$ cat config.mk
export PLATFORM = sky130hd
export DESIGN_NAME = wport_sched
export DESIGN_NICKNAME = d
export VERILOG_FILES = /design/src/rtl/wps_pkg.sv /design/src/rtl/wps_rst_sync.sv /design/src/rtl/wps_issue_ctl.sv /design/src/rtl/wps_pipe.sv /design/src/rtl/wps_port_ctl.sv /design/src/rtl/wport_sched.sv
export SDC_FILE = /design/constraint.sdc
export NUM_CORES = 1
export LEC_CHECK = 0
export CAP_MARGIN = 10
export CORE_UTILIZATION = 25
export DETAILED_ROUTE_END_ITERATION = 8
export MAX_ROUTING_LAYER = met4
export PLACE_DENSITY = 0.56
export SYNTH_ARGS = -nofsm -noshare
export SYNTH_HDL_FRONTEND = slang
export SYNTH_SLANG_ARGS = --single-unit
export TNS_END_PERCENT = 10
$ cat constraint.sdc
create_clock -name clk -period 1.4 [get_ports clk]
set_clock_uncertainty 0.05 [all_clocks]
set_input_delay 0.14 -clock clk [delete_from_list [all_inputs] [get_ports clk]]
set_output_delay 0.14 -clock clk [all_outputs]
set_load 0.01 [all_outputs]
$ cat src/rtl/wps_pkg.sv
package wps_pkg;
  localparam int unsigned NSTG    = 5;
  localparam int unsigned CLS_W   = 2;
  localparam int unsigned ST_EXEC = 2;
  localparam int unsigned ST_MEM  = 3;
  localparam int unsigned ST_WB   = NSTG - 1;

  typedef enum logic [CLS_W-1:0] {
    CLS_ALU    = 2'b00,
    CLS_LOAD   = 2'b01,
    CLS_STORE  = 2'b10,
    CLS_BRANCH = 2'b11
  } icls_e;

  typedef struct packed {
    logic  valid;
    icls_e cls;
    logic  late;
  } slot_t;

  function automatic logic cls_writes(input icls_e c);
    return (c == CLS_ALU) || (c == CLS_LOAD);
  endfunction
endpackage

$ cat src/rtl/wps_rst_sync.sv
module wps_rst_sync #(
  parameter int unsigned DEPTH = 2
) (
  input  logic clk,
  input  logic rst_n_in,
  output logic rst_n_out
);
  logic [DEPTH-1:0] sync_q;
  logic [DEPTH-1:0] sync_d;

  always_comb begin
    sync_d = {sync_q[DEPTH-2:0], 1'b1};
  end

  always_ff @(posedge clk or negedge rst_n_in) begin
    if (!rst_n_in) sync_q <= '0;
    else           sync_q <= sync_d;
  end

  assign rst_n_out = sync_q[DEPTH-1];
endmodule

$ cat src/rtl/wps_issue_ctl.sv
module wps_issue_ctl
  import wps_pkg::*;
(
  input  logic  clk,
  input  logic  rst_n,
  input  logic  mode_delay,
  input  logic  in_valid,
  input  icls_e in_cls,
  input  logic  head_valid,
  input  logic  head_late,
  output logic  issue_stall,
  output slot_t new_slot
);
  logic new_late;
  logic new_early;
  logic issue_en;

  always_comb begin
    new_late    = (in_cls == CLS_LOAD) || ((in_cls == CLS_ALU) && mode_delay);
    new_early   = (in_cls == CLS_ALU) && !mode_delay;
    issue_stall = in_valid && new_early && head_valid && head_late;
    issue_en    = in_valid && !issue_stall;
    new_slot    = '0;
    if (issue_en) begin
      new_slot.valid = 1'b1;
      new_slot.cls   = in_cls;
      new_slot.late  = new_late;
    end
  end

  assert_no_stall_in_delay_R7: assert property (@(posedge clk) disable iff (!rst_n)
    issue_stall |-> !mode_delay);

  assert_bubble_after_stall_R6: assert property (@(posedge clk) disable iff (!rst_n)
    issue_stall |=> !head_valid);

  assert_stall_needs_offer_R11: assert property (@(posedge clk) disable iff (!rst_n)
    !in_valid |-> !issue_stall);
endmodule

$ cat src/rtl/wps_pipe.sv
module wps_pipe
  import wps_pkg::*;
(
  input  logic             clk,
  input  logic             rst_n,
  input  slot_t            new_slot,
  output slot_t [NSTG-1:0] stages
);
  slot_t q   [NSTG];
  slot_t nxt [NSTG];
  logic  en  [NSTG];

  always_comb begin
    nxt[0] = new_slot;
    for (int k = 1; k < NSTG; k++) nxt[k] = q[k-1];
    for (int k = 0; k < NSTG; k++) en[k] = nxt[k].valid || q[k].valid;
  end

  for (genvar k = 0; k < NSTG; k++) begin : g_stg
    always_ff @(posedge clk or negedge rst_n) begin
      if (!rst_n)     q[k] <= '0;
      else if (en[k]) q[k] <= nxt[k];
    end
    assign stages[k] = q[k];

    assert_empty_slot_clean_R11: assert property (@(posedge clk) disable iff (!rst_n)
      !q[k].valid |-> (q[k].cls == CLS_ALU) && !q[k].late);
  end

  for (genvar k = 1; k < NSTG; k++) begin : g_adv
    assert_advance_R2: assert property (@(posedge clk) disable iff (!rst_n)
      q[k-1].valid |=> q[k].valid && (q[k].cls == $past(q[k-1].cls)));
  end
endmodule

$ cat src/rtl/wps_port_ctl.sv
module wps_port_ctl
  import wps_pkg::*;
(
  input  logic  clk,
  input  logic  rst_n,
  input  logic  exec_valid,
  input  icls_e exec_cls,
  input  slot_t mem_slot,
  input  slot_t wb_slot,
  output logic  wr_en,
  output logic  dmem_we,
  output logic  pc_load
);
  logic early_req;
  logic late_req;

  always_comb begin
    early_req = mem_slot.valid && (mem_slot.cls == CLS_ALU) && !mem_slot.late;
    late_req  = wb_slot.valid && wb_slot.late;
    wr_en     = early_req || late_req;
    dmem_we   = mem_slot.valid && (mem_slot.cls == CLS_STORE);
    pc_load   = exec_valid && (exec_cls == CLS_BRANCH);
  end

  assert_single_writer_R8: assert property (@(posedge clk) disable iff (!rst_n)
    $countones({early_req, late_req}) <= 1);

  assert_store_never_writes_R9: assert property (@(posedge clk) disable iff (!rst_n)
    (wb_slot.valid && (wb_slot.cls == CLS_STORE)) |-> !wb_slot.late);

  assert_branch_never_writes_R10: assert property (@(posedge clk) disable iff (!rst_n)
    (wb_slot.valid && (wb_slot.cls == CLS_BRANCH)) |-> !wb_slot.late);

  assert_load_writes_late_R3: assert property (@(posedge clk) disable iff (!rst_n)
    (wb_slot.valid && (wb_slot.cls == CLS_LOAD)) |-> wr_en);
endmodule

$ cat src/rtl/wport_sched.sv
module wport_sched
  import wps_pkg::*;
(
  input  logic                  clk,
  input  logic                  rst_n,
  input  logic                  mode_delay,
  input  logic                  in_valid,
  input  logic [CLS_W-1:0]      in_class,
  output logic                  issue_stall,
  output logic [NSTG-1:0]       stage_valid,
  output logic [NSTG*CLS_W-1:0] stage_class,
  output logic                  wr_en,
  output logic                  dmem_we,
  output logic                  pc_load
);
  logic             rst_n_sync;
  slot_t            new_slot;
  slot_t [NSTG-1:0] stages;

  wps_rst_sync #(.DEPTH(2)) u_rst (
    .clk       (clk),
    .rst_n_in  (rst_n),
    .rst_n_out (rst_n_sync)
  );

  wps_issue_ctl u_issue (
    .clk         (clk),
    .rst_n       (rst_n_sync),
    .mode_delay  (mode_delay),
    .in_valid    (in_valid),
    .in_cls      (icls_e'(in_class)),
    .head_valid  (stages[0].valid),
    .head_late   (stages[0].late),
    .issue_stall (issue_stall),
    .new_slot    (new_slot)
  );

  wps_pipe u_pipe (
    .clk      (clk),
    .rst_n    (rst_n_sync),
    .new_slot (new_slot),
    .stages   (stages)
  );

  wps_port_ctl u_port (
    .clk        (clk),
    .rst_n      (rst_n_sync),
    .exec_valid (stages[ST_EXEC].valid),
    .exec_cls   (stages[ST_EXEC].cls),
    .mem_slot   (stages[ST_MEM]),
    .wb_slot    (stages[ST_WB]),
    .wr_en      (wr_en),
    .dmem_we    (dmem_we),
    .pc_load    (pc_load)
  );

  for (genvar k = 0; k < NSTG; k++) begin : g_out
    assign stage_valid[k]               = stages[k].valid;
    assign stage_class[k*CLS_W +: CLS_W] = stages[k].cls;

    assert_late_only_writers_R12: assert property (@(posedge clk) disable iff (!rst_n_sync)
      stages[k].late |-> stages[k].valid && cls_writes(stages[k].cls));
  end
endmodule

==> results.md, run 1 <==
- Status: complete, no violations
- Placed Cells: 133
- Seq/Total Area, Yosys: 58.67%
- I/O Buffers: 24
- Initial antenna violation count: 0
- Area growth syn-to-layout: 36.93%
- Register bit total from synthesis: 22
- GRT overflow: 0
- Final WL: 1.630 mm
- Startpoint type of the worst setup path: flop
- Die Y: 63.27 µm
- CTS root buffer: clkbuf_8
- Initial Utilization: 27.06%
- Leakage: 0.6794 nW
- Setup Crit Path Kind: flop to output port
- Placement Cell Area: 1191 µm²
- Final instance count without filler cells: 142
- Worst skew pair latency: 250 ps
- Initial drt markers: 20
- Synth unique cells: 15
- Detail Placement HPWL: 1.194 mm
- Storage cell area: 550.5 µm²
- Core Box Area: 3468 µm²
- Layout cells sized above 1: 40.63%
- First-pass GRT wire length: 2.691 mm
- Die ar.: 4002 µm²
- Largest net degree at the start of global routing: 21
- Nets: 104
- Slew Limit Fails: 0
- Crit path DAT: 1200 ps
- Chip width: 63.27 µm
- Clk slew on worst S/H paths: 70 ps
- Pre-CTS setup slack: -389.3 ps
- Unrepaired setup endpoints after global routing: yes
- Layout filler cell count: 350
- Ant diodes: 0
- YS warnings: 0
- Final worst slack: 11.51 ps
- Vias in the first global route: 589
- Vias: 580
- Util after Layout: 37.05%
- Max_cap viols: 0
- CTS Buffer Depth: 2
- Remaining DRCs: 0
- Synthesized instance count: 71
- Final setup viols: 0
- CTS tree: built
- Syn_area_per_cell: 13.22 µm²
- Worst VDD drop: 0.0005673 V
- Mapped Area: 938.4 µm²
- Tmin final: 1388 ps
- Max Clk Rate: 0.7202 GHz
- Final Cell Area: 1285 µm²
- DR vias/cell: 4.085
- CP endpoint kind: output port
- Final Hold Fails: 0
- DR pass1 iterations: 3
- GRT Util Overall: 8.994%
- Worst EP required: 1210 ps
- Pwr dens: 1114 nW/µm²
- # IOs: 25
- Crit-path max FO: 3
- Routed WL per cell: 11.48 µm
- Row count: 21
- Syn nets: 77
- Min-Delay Path Class: flop to asynchronous set/reset pin
- Num CTS Buffers: 3
- CTS sink count: 22
- Routability-driven placement congestion ratio: 0.6648
- Multi-input logic area: 267.8 µm²
- Final worst-path cycle share: 99.18%
- Number of H-tree levels: 1
- Antenna violation net count after detailed routing: 0
[logic make-up after synthesis]
| kind of cell | after synthesis | synth area share, % |
|---|---|---|
| AO/OA/AOI/OAI | 6 | 6.401 |
| multiplexers | 12 | 14.40 |
| buffers and inverters | 20 | 14.00 |
| AND/OR/NAND/NOR | 10 | 6.133 |
| flip-flops | 22 | 58.67 |
| other | 1 | 0.3996 |
[stage by stage]
step                       power, W  TNS, ps  hold slack (ps)
final                      0.001431        0            151.3
after global routing       0.001510   -87.54            189.0
after CTS                  0.001451   -93.28            167.8
after detailed placement   0.001077   -543.5            161.1
after global placement     0.001067   -476.5            151.0
after floorplan           0.0009445        0           -205.6
[routing by layer]
| layer | part of all wire [%] | routed length, µm | up-vias | track usage [%] |
|---|---|---|---|---|
| met4 | 0 | 0 | 0 | 1.705 |
| met3 | 6.5 | 106 | 0 | 3.804 |
| met5 | 0 | 0 | - | - |
| met1 | 41 | 673 | 283 | 10.05 |
| met2 | 52 | 849 | 25 | 15.05 |
| li1 | - | - | 272 | - |
[worst max-delay path, stage by stage, from the launching register on]
cell	delay [ps]
dfrtp_1	410
o41ai_2	360
buf_2	180
[cells in the mapped netlist]
master	count	area share, %
nor2_1	5	2.0
dfrtp_1	22	59
clkbuf_1	4	1.6
conb_1	1	0.40
nor4b_2	1	1.6
mux2_2	12	14
nand2_1	1	0.40
o21ba_2	1	1.1
buf_4	15	12
inv_1	1	0.40
a21boi_0	1	0.80
o41ai_2	1	1.7
a22o_1	3	2.8
nor3b_1	1	0.80
and3_1	2	1.3
[layout make-up]
class	instances	share of cell area, %
Sequential cell	22	42.84
Timing Repair Buffer	41	28.33
Tap cell	46	4.479
Multi-Input combinational cell	29	20.84
Clock buffer	3	3.213
Inverter	1	0.2921
[registers in the layout (all words and copies together) (netlist names)]
name           flops
u_pipe.stages     20
u_rst.sync_q       2
[layout by cell type, fill, tap and decap left out]
cell type / instances
a22o_1: 3
conb_1: 1
o41ai_2: 1
clkdlybuf4s15_1: 1
dfrtp_1: 22
nor4b_4: 1
buf_2: 3
dlygate4sd2_1: 5
buf_4: 17
and3_1: 2
inv_1: 1
o21ba_2: 1
nand2_1: 1
clkbuf_8: 3
nor2_2: 1
mux2_2: 12
nor2_1: 4
clkdlybuf4s50_1: 7
dlygate4sd3_1: 1
dlymetal6s2s_1: 7
a21boi_0: 1
nor3b_1: 1
[final timing paths]
| path | start | endpoint | slack [ps] | cells past startpoint |
|---|---|---|---|---|
| worst max-delay path | u_pipe.stages[12] | wr_en | 10 | 2 |
| worst min-delay path | u_rst.sync_q[1] | u_pipe.stages[3] | 150 | 1 |
| worst max register to register | u_pipe.stages[3] | u_pipe.stages[5] | 70 | 4 |
| worst min register to register | u_rst.sync_q[1] | u_pipe.stages[3] | 150 | 1 |
| max in group asynchronous | rst_n | u_rst.sync_q[0] | 650 | 2 |
| min in group clk | in_class[1] | u_pipe.stages[2] | 300 | 3 |
[power breakdown]
group | switching (W) | total (W) | internal (W) | leakage, nW
clock network | 0.000179 | 0.000370 | 0.000191 | 0.0216
registers | 0.0000450 | 0.000748 | 0.000703 | 0.273
logic | 0.000118 | 0.000313 | 0.000195 | 0.385
[what timing repair did]
item | 4_1_cts | 5_1_grt
pin swaps | 1 | 3
endpoints found under the hold margin | 2 | 0
setup buffers | 4 | 1
resized for setup | 18 | 11
endpoints found under the setup margin | 11 | 6
hold buffers | 1 | 0
No activity file was read; power rests on OpenSTA's default activity.
==> run 2: changes to the inputs <==
- PLACE_DENSITY: 0.56 -> 0.57
- clock period: 1.4 -> 1.19 ns (I/O delays scaled with it)
==> results.md, run 2 (synthesis results as in run 1) <==
- Storage cell area: 551.8 µm² (+0.23%)
- Ant diodes: 0 (unchanged)
- Failing checks: setup timing
- GRT overflow: 0 (unchanged)
- Remaining DRCs: 0 (unchanged)
- Final setup viols: 7 (+7)
- Antenna violation net count after detailed routing: 0 (unchanged)
- Vias in the first global route: 615 (+4.4%)
- CTS Buffer Depth: 2 (unchanged)
- CTS root buffer: clkbuf_8
- Layout filler cell count: 360 (+2.9%)
- Initial antenna violation count: 0 (unchanged)
- Initial Utilization: 27.06% (unchanged)
- Placement Cell Area: 1221 µm² (+2.5%)
- DR pass1 iterations: 3 (unchanged)
- Pwr dens: 1357 nW/µm² (+22%)
- Final WL: 1.574 mm (-3.4%)
- Commonest non-fill, non-tap cells in the layout: dfrtp_1, buf_4, mux2_2, dlygate4sd2_1, buf_2
- I/O Buffers: 24 (unchanged)
- Most common cell after layout, fill and taps aside: dfrtp_1
- Final worst-path cycle share: 110.9%
- DR vias/cell: 4.007 (-1.9%)
- Leakage: 0.6403 nW (-5.8%)
- CTS sink count: 22 (unchanged)
- Unrepaired setup endpoints after global routing: yes
- Final Hold Fails: 0 (unchanged)
- Min-Delay Path Class: flop to asynchronous set/reset pin
- Final worst slack: -129.5 ps (-141.0 ps)
- Num CTS Buffers: 3 (unchanged)
- First-pass GRT wire length: 2.835 mm (+5.4%)
- Die ar.: 4002 µm² (unchanged)
- Tmin final: 1320 ps
- Crit-path max FO: 2 (-1)
- Detail Placement HPWL: 1.210 mm (+1.4%)
- Worst skew pair latency: 260 ps (about the same)
- CTS tree: built
- Largest net degree at the start of global routing: 21 (unchanged)
- Clk slew on worst S/H paths: 70 ps (about the same)
- Routed WL per cell: 10.93 µm (-4.8%)
- Pwr Total: 0.001766 W (+23%)
- Die Y: 63.27 µm (unchanged)
- Max Clk Rate: 0.7579 GHz
- Layout cells sized above 1: 54.08% (+13 points)
- GRT Util Overall: 9.300% (+0.31 points)
- Max_cap viols: 0 (unchanged)
- Chip width: 63.27 µm (unchanged)
- Status: finished, violations left
- Core Box Area: 3468 µm² (unchanged)
- Startpoint type of the worst setup path: flop
- Slew Limit Fails: 0 (unchanged)
- # IOs: 25 (unchanged)
- Critical-path cell list: o41ai_2 > buf_2
- Final Cell Area: 1301 µm² (+1.3%)
- Placed Cells: 137 (+3.0%)
- Routability-driven placement congestion ratio: 0.7311 (+10%)
- Final instance count without filler cells: 144 (+1.4%)
- Number of H-tree levels: 1 (unchanged)
- Vias: 577 (-0.52%)
- CP endpoint kind: output port
- Worst path top cell family by delay: flip-flops
- Area growth syn-to-layout: 38.67%
- WP buf/inv: 1 (unchanged)
- Crit path DAT: 1150 ps (-50 ps)
- Initial drt markers: 16 (-20%)
- Row count: 21 (unchanged)
- Worst path slowest cell: dfrtp_1
- Worst VDD drop: 0.0006936 V (+22%)
- Nets: 105 (+0.96%)
- Critical Path Max Stage Delay: 390 ps (-20 ps)
- Largest register FFs: 20 (unchanged)
- Worst EP required: 1020 ps (-190 ps)
- Setup Crit Path Kind: flop to output port
- Multi-input logic area: 304.0 µm² (+14%)
run 2: cell types whose count changed in the layout (fill, tap and decap cells not counted), moves of 2 or more:
cell / change
nor2_4: +4
dlymetal6s2s_1: -7
buf_4: -3
buf_2: +5
buf_6: +4
clkdlybuf4s50_1: -4
clkbuf_2: +2
nor2_1: -3
dlygate4sd2_1: +4
run 2: layer usage:
layer  track usage, %  wire length, µm  vias up
met5                -                0        -
met4            1.705                0        0
met3            3.986              104        0
met2            15.59              763       25
met1            10.35              706      273
li1                 -                -      279
run 2: path summary, 6_finish.rpt:
path	start	end	slack, ps	depth (start not counted)
setup / recovery	u_pipe.stages[12]	wr_en	-130	2
hold / removal	u_rst.sync_q[1]	u_pipe.stages[3]	150	1
setup reg to reg	u_pipe.stages[11]	u_pipe.stages[10]	-60	4
hold reg to reg	u_rst.sync_q[1]	u_pipe.stages[3]	150	1
max in group asynchronous	rst_n	u_rst.sync_q[1]	470	2
min in group clk	u_rst.sync_q[0]	u_rst.sync_q[1]	310	0
run 2: area by class of cell:
class                   count  share of cell area [%]
clock buffers               4                   4.231
flip-flops and latches     22                   42.40
inverters                   1                  0.2885
repair buffers             42                   25.29
well taps                  46                   4.423
multi-input cells          29                   23.37
run 2: stage by stage:
stage          hold slack (ps)  setup TNS, ps  utilization (%)  setup slack [ps]
2_1_floorplan           -226.6              0                -             87.84
3_3_place_gp             150.3          -1888            35.21            -526.1
3_5_place_dp             158.1          -2132            35.21            -585.2
4_1_cts                  165.5         -715.3            37.23            -147.4
5_1_grt                  196.5          -1040            37.52            -237.4
6_report                 152.6         -559.2            37.52            -129.5
run 2: power breakdown:
group          leakage [nW]  internal, W  switching, W
registers             0.272     0.000827     0.0000502
logic                 0.340     0.000218      0.000152
clock network        0.0288     0.000294      0.000223
total                 0.640      0.00134      0.000426
run 2: what timing repair did:
action                     4_1_cts  5_1_grt
setup buffers                    2        0
setup endpoints to repair       28       19
pin swaps                        3        5
hold endpoints to repair         2        0
hold buffers                     1        0
resized for setup               57       10
==> run 3: changes to the inputs <==
- CORE_MARGIN: default -> 2
- GPL_TIMING_DRIVEN: default -> 0
==> results.md, run 3 (synthesis results as in run 1) <==
- Status: finished, violations left
- Failing checks: setup timing
- Initial antenna violation count: 0 (unchanged)
- Initial Utilization: 25.83% (-1.2 points)
- Antenna violation net count after detailed routing: 0 (unchanged)
- Setup Crit Path Kind: flop to output port
- Crit-path max FO: 2 (unchanged)
- Min-Delay Path Class: flop to asynchronous set/reset pin
- Routed WL per cell: 10.11 µm (-7.5%)
- CTS root buffer: clkbuf_8
- Number of H-tree levels: 1 (unchanged)
- Die Y: 65.27 µm (+3.2%)
- Tmin final: 1424 ps (+104.6 ps)
- Slew HR: 47.57%
- Final worst slack: -234.1 ps (-104.6 ps)
- Nets: 120 (+14%)
- Final Hold Fails: 0 (unchanged)
- Leakage: 0.7071 nW (+10%)
- Crit path DAT: 1260 ps (+110 ps)
- CTS tree: built
- Initial drt markers: 2 (-14)
- Slew @ Worst Pin: 786.5 ps
- Detail Placement HPWL: 1.169 mm (-3.4%)
- Reg2reg end: u_pipe.stages[8]
- Placed Cells: 143 (+4.4%)
- Largest register FFs: 20 (unchanged)
- Worst EP required: 1020 ps (about the same)
- Max_cap viols: 0 (unchanged)
- Row count: 22 (+4.8%)
- Pwr Total: 0.001898 W (+7.5%)
- Largest net degree at the start of global routing: 21 (unchanged)
- Unrepaired setup endpoints after global routing: yes
- I/O Buffers: 24 (unchanged)
- Slew Limit Fails: 0 (unchanged)
- GRT Util Overall: 8.683% (-0.62 points)
- Die ar.: 4260 µm² (+6.4%)
- CTS Buffer Depth: 2 (unchanged)
- Remaining DRCs: 0 (unchanged)
- Final WL: 1.628 mm (+3.4%)
- Layout cells sized above 1: 63.72% (+9.6 points)
- Final worst-path cycle share: 119.7% (+8.8 points)
- Max Clk Rate: 0.7022 GHz (-7.3%)
- Chip width: 65.27 µm (+3.2%)
- Hold_ws: 278.3 ps (+125.6 ps)
- CTS sink count: 22 (unchanged)
- Commonest non-fill, non-tap cells in the layout: buf_4, dfrtp_1, buf_6, mux2_2
- Layout filler cell count: 379 (+5.3%)
- Ant diodes: 0 (unchanged)
- Vias in the first global route: 645 (+4.9%)
- Worst R2R Start: u_pipe.stages[11]
- # IOs: 25 (unchanged)
- TNS Setup: -726.4 ps (-167.3 ps)
- Num CTS Buffers: 3 (unchanged)
- First-pass GRT wire length: 2.746 mm (-3.1%)
- Core Box Area: 3633 µm² (+4.8%)
- Area growth syn-to-layout: 54.67%
- Cell depth of the worst flop-to-flop path: 4 (unchanged)
- Pwr dens: 1308 nW/µm² (-3.6%)
- Most common cell after layout, fill and taps aside: buf_4
- GRT overflow: 0 (unchanged)
- DR pass1 iterations: 3 (unchanged)
- Worst skew pair latency: 250 ps (about the same)
- Final instance count without filler cells: 161 (+12%)
- Worst VDD drop: 0.0006682 V (-3.7%)
- Clk slew on worst S/H paths: 80 ps (about the same)
- Routability-driven placement congestion ratio: 0.6525 (-11%)
- Reg-to-reg slack, setup: -100 ps (-40 ps)
- Final setup viols: 7 (unchanged)
- DR vias/cell: 4.031 (+0.60%)
- Vias: 649 (+12%)
- Startpoint type of the worst setup path: flop
- CP endpoint kind: output port
==> run 3: layout make-up <==
| type | count | area [µm²] | area share [%] |
|---|---|---|---|
| Buffer | 19 | 138.9 | 9.569 |
| Clock buffer | 4 | 55.05 | 3.793 |
| Inverter | 1 | 3.754 | 0.2586 |
| Multi-Input combinational cell | 29 | 316.6 | 21.81 |
| Sequential cell | 22 | 550.5 | 37.93 |
| Tap cell | 48 | 60.06 | 4.138 |
| Timing Repair Buffer | 38 | 326.6 | 22.50 |
==> run 3: stage by stage <==
| step | util (%) | instance area (µm²) | worst slack (ps) |
|---|---|---|---|
| CTS | 38.60 | 1403 | -266.7 |
| global placement | 34.09 | 1239 | -565.5 |
| finish | 39.94 | 1451 | -234.1 |
| floorplan | - | 938.4 | 87.84 |
| detailed placement | 34.09 | 1239 | -573.3 |
| global route | 39.94 | 1451 | -310.4 |
==> run 3: layer usage <==
layer	vias up	part of all wire (%)	wire [µm]	track usage (%)
li1	309	-	-	-
met1	318	40	653	8.804
met2	22	54	874	15.82
met3	0	6.1	100	3.596
met4	0	0	0	1.563
met5	-	0	0	-
==> run 3: worst max-delay path by stage <==
stage | start | end | slack [ps] | cells after the start
6_report | u_pipe.stages[14] | wr_en | -230 | 3
5_1_grt | u_pipe.stages[14] | wr_en | -310 | 3
4_1_cts | u_pipe.stages[14] | wr_en | -270 | 3
3_5_place_dp | in_class[1] | issue_stall | -570 | 4
3_3_place_gp | in_class[1] | issue_stall | -570 | 4
2_1_floorplan | u_pipe.stages[15] | u_pipe.stages[16] | 90 | 2
==> run 3: power by group <==
| part | switching [W] | total (W) | leakage [nW] | internal, W |
|---|---|---|---|---|
| Combinational | 0.000162 | 0.000486 | 0.405 | 0.000324 |
| Clock | 0.000223 | 0.000517 | 0.0288 | 0.000294 |
| Sequential | 0.0000687 | 0.000895 | 0.273 | 0.000827 |
==> run 3: timing repair <==
action,CTS,global route
hold endpoints to repair,2,0
setup buffers,12,1
pin swaps,3,3
hold buffers,1,0
resized for setup,54,8
setup endpoints to repair,31,18
==> run 3: worst max-delay path, cell delays in order, from the launching register on <==
cell and delay [ps]:
dfrtp_1 400, buf_6 130, o41ai_4 300, buf_2 170
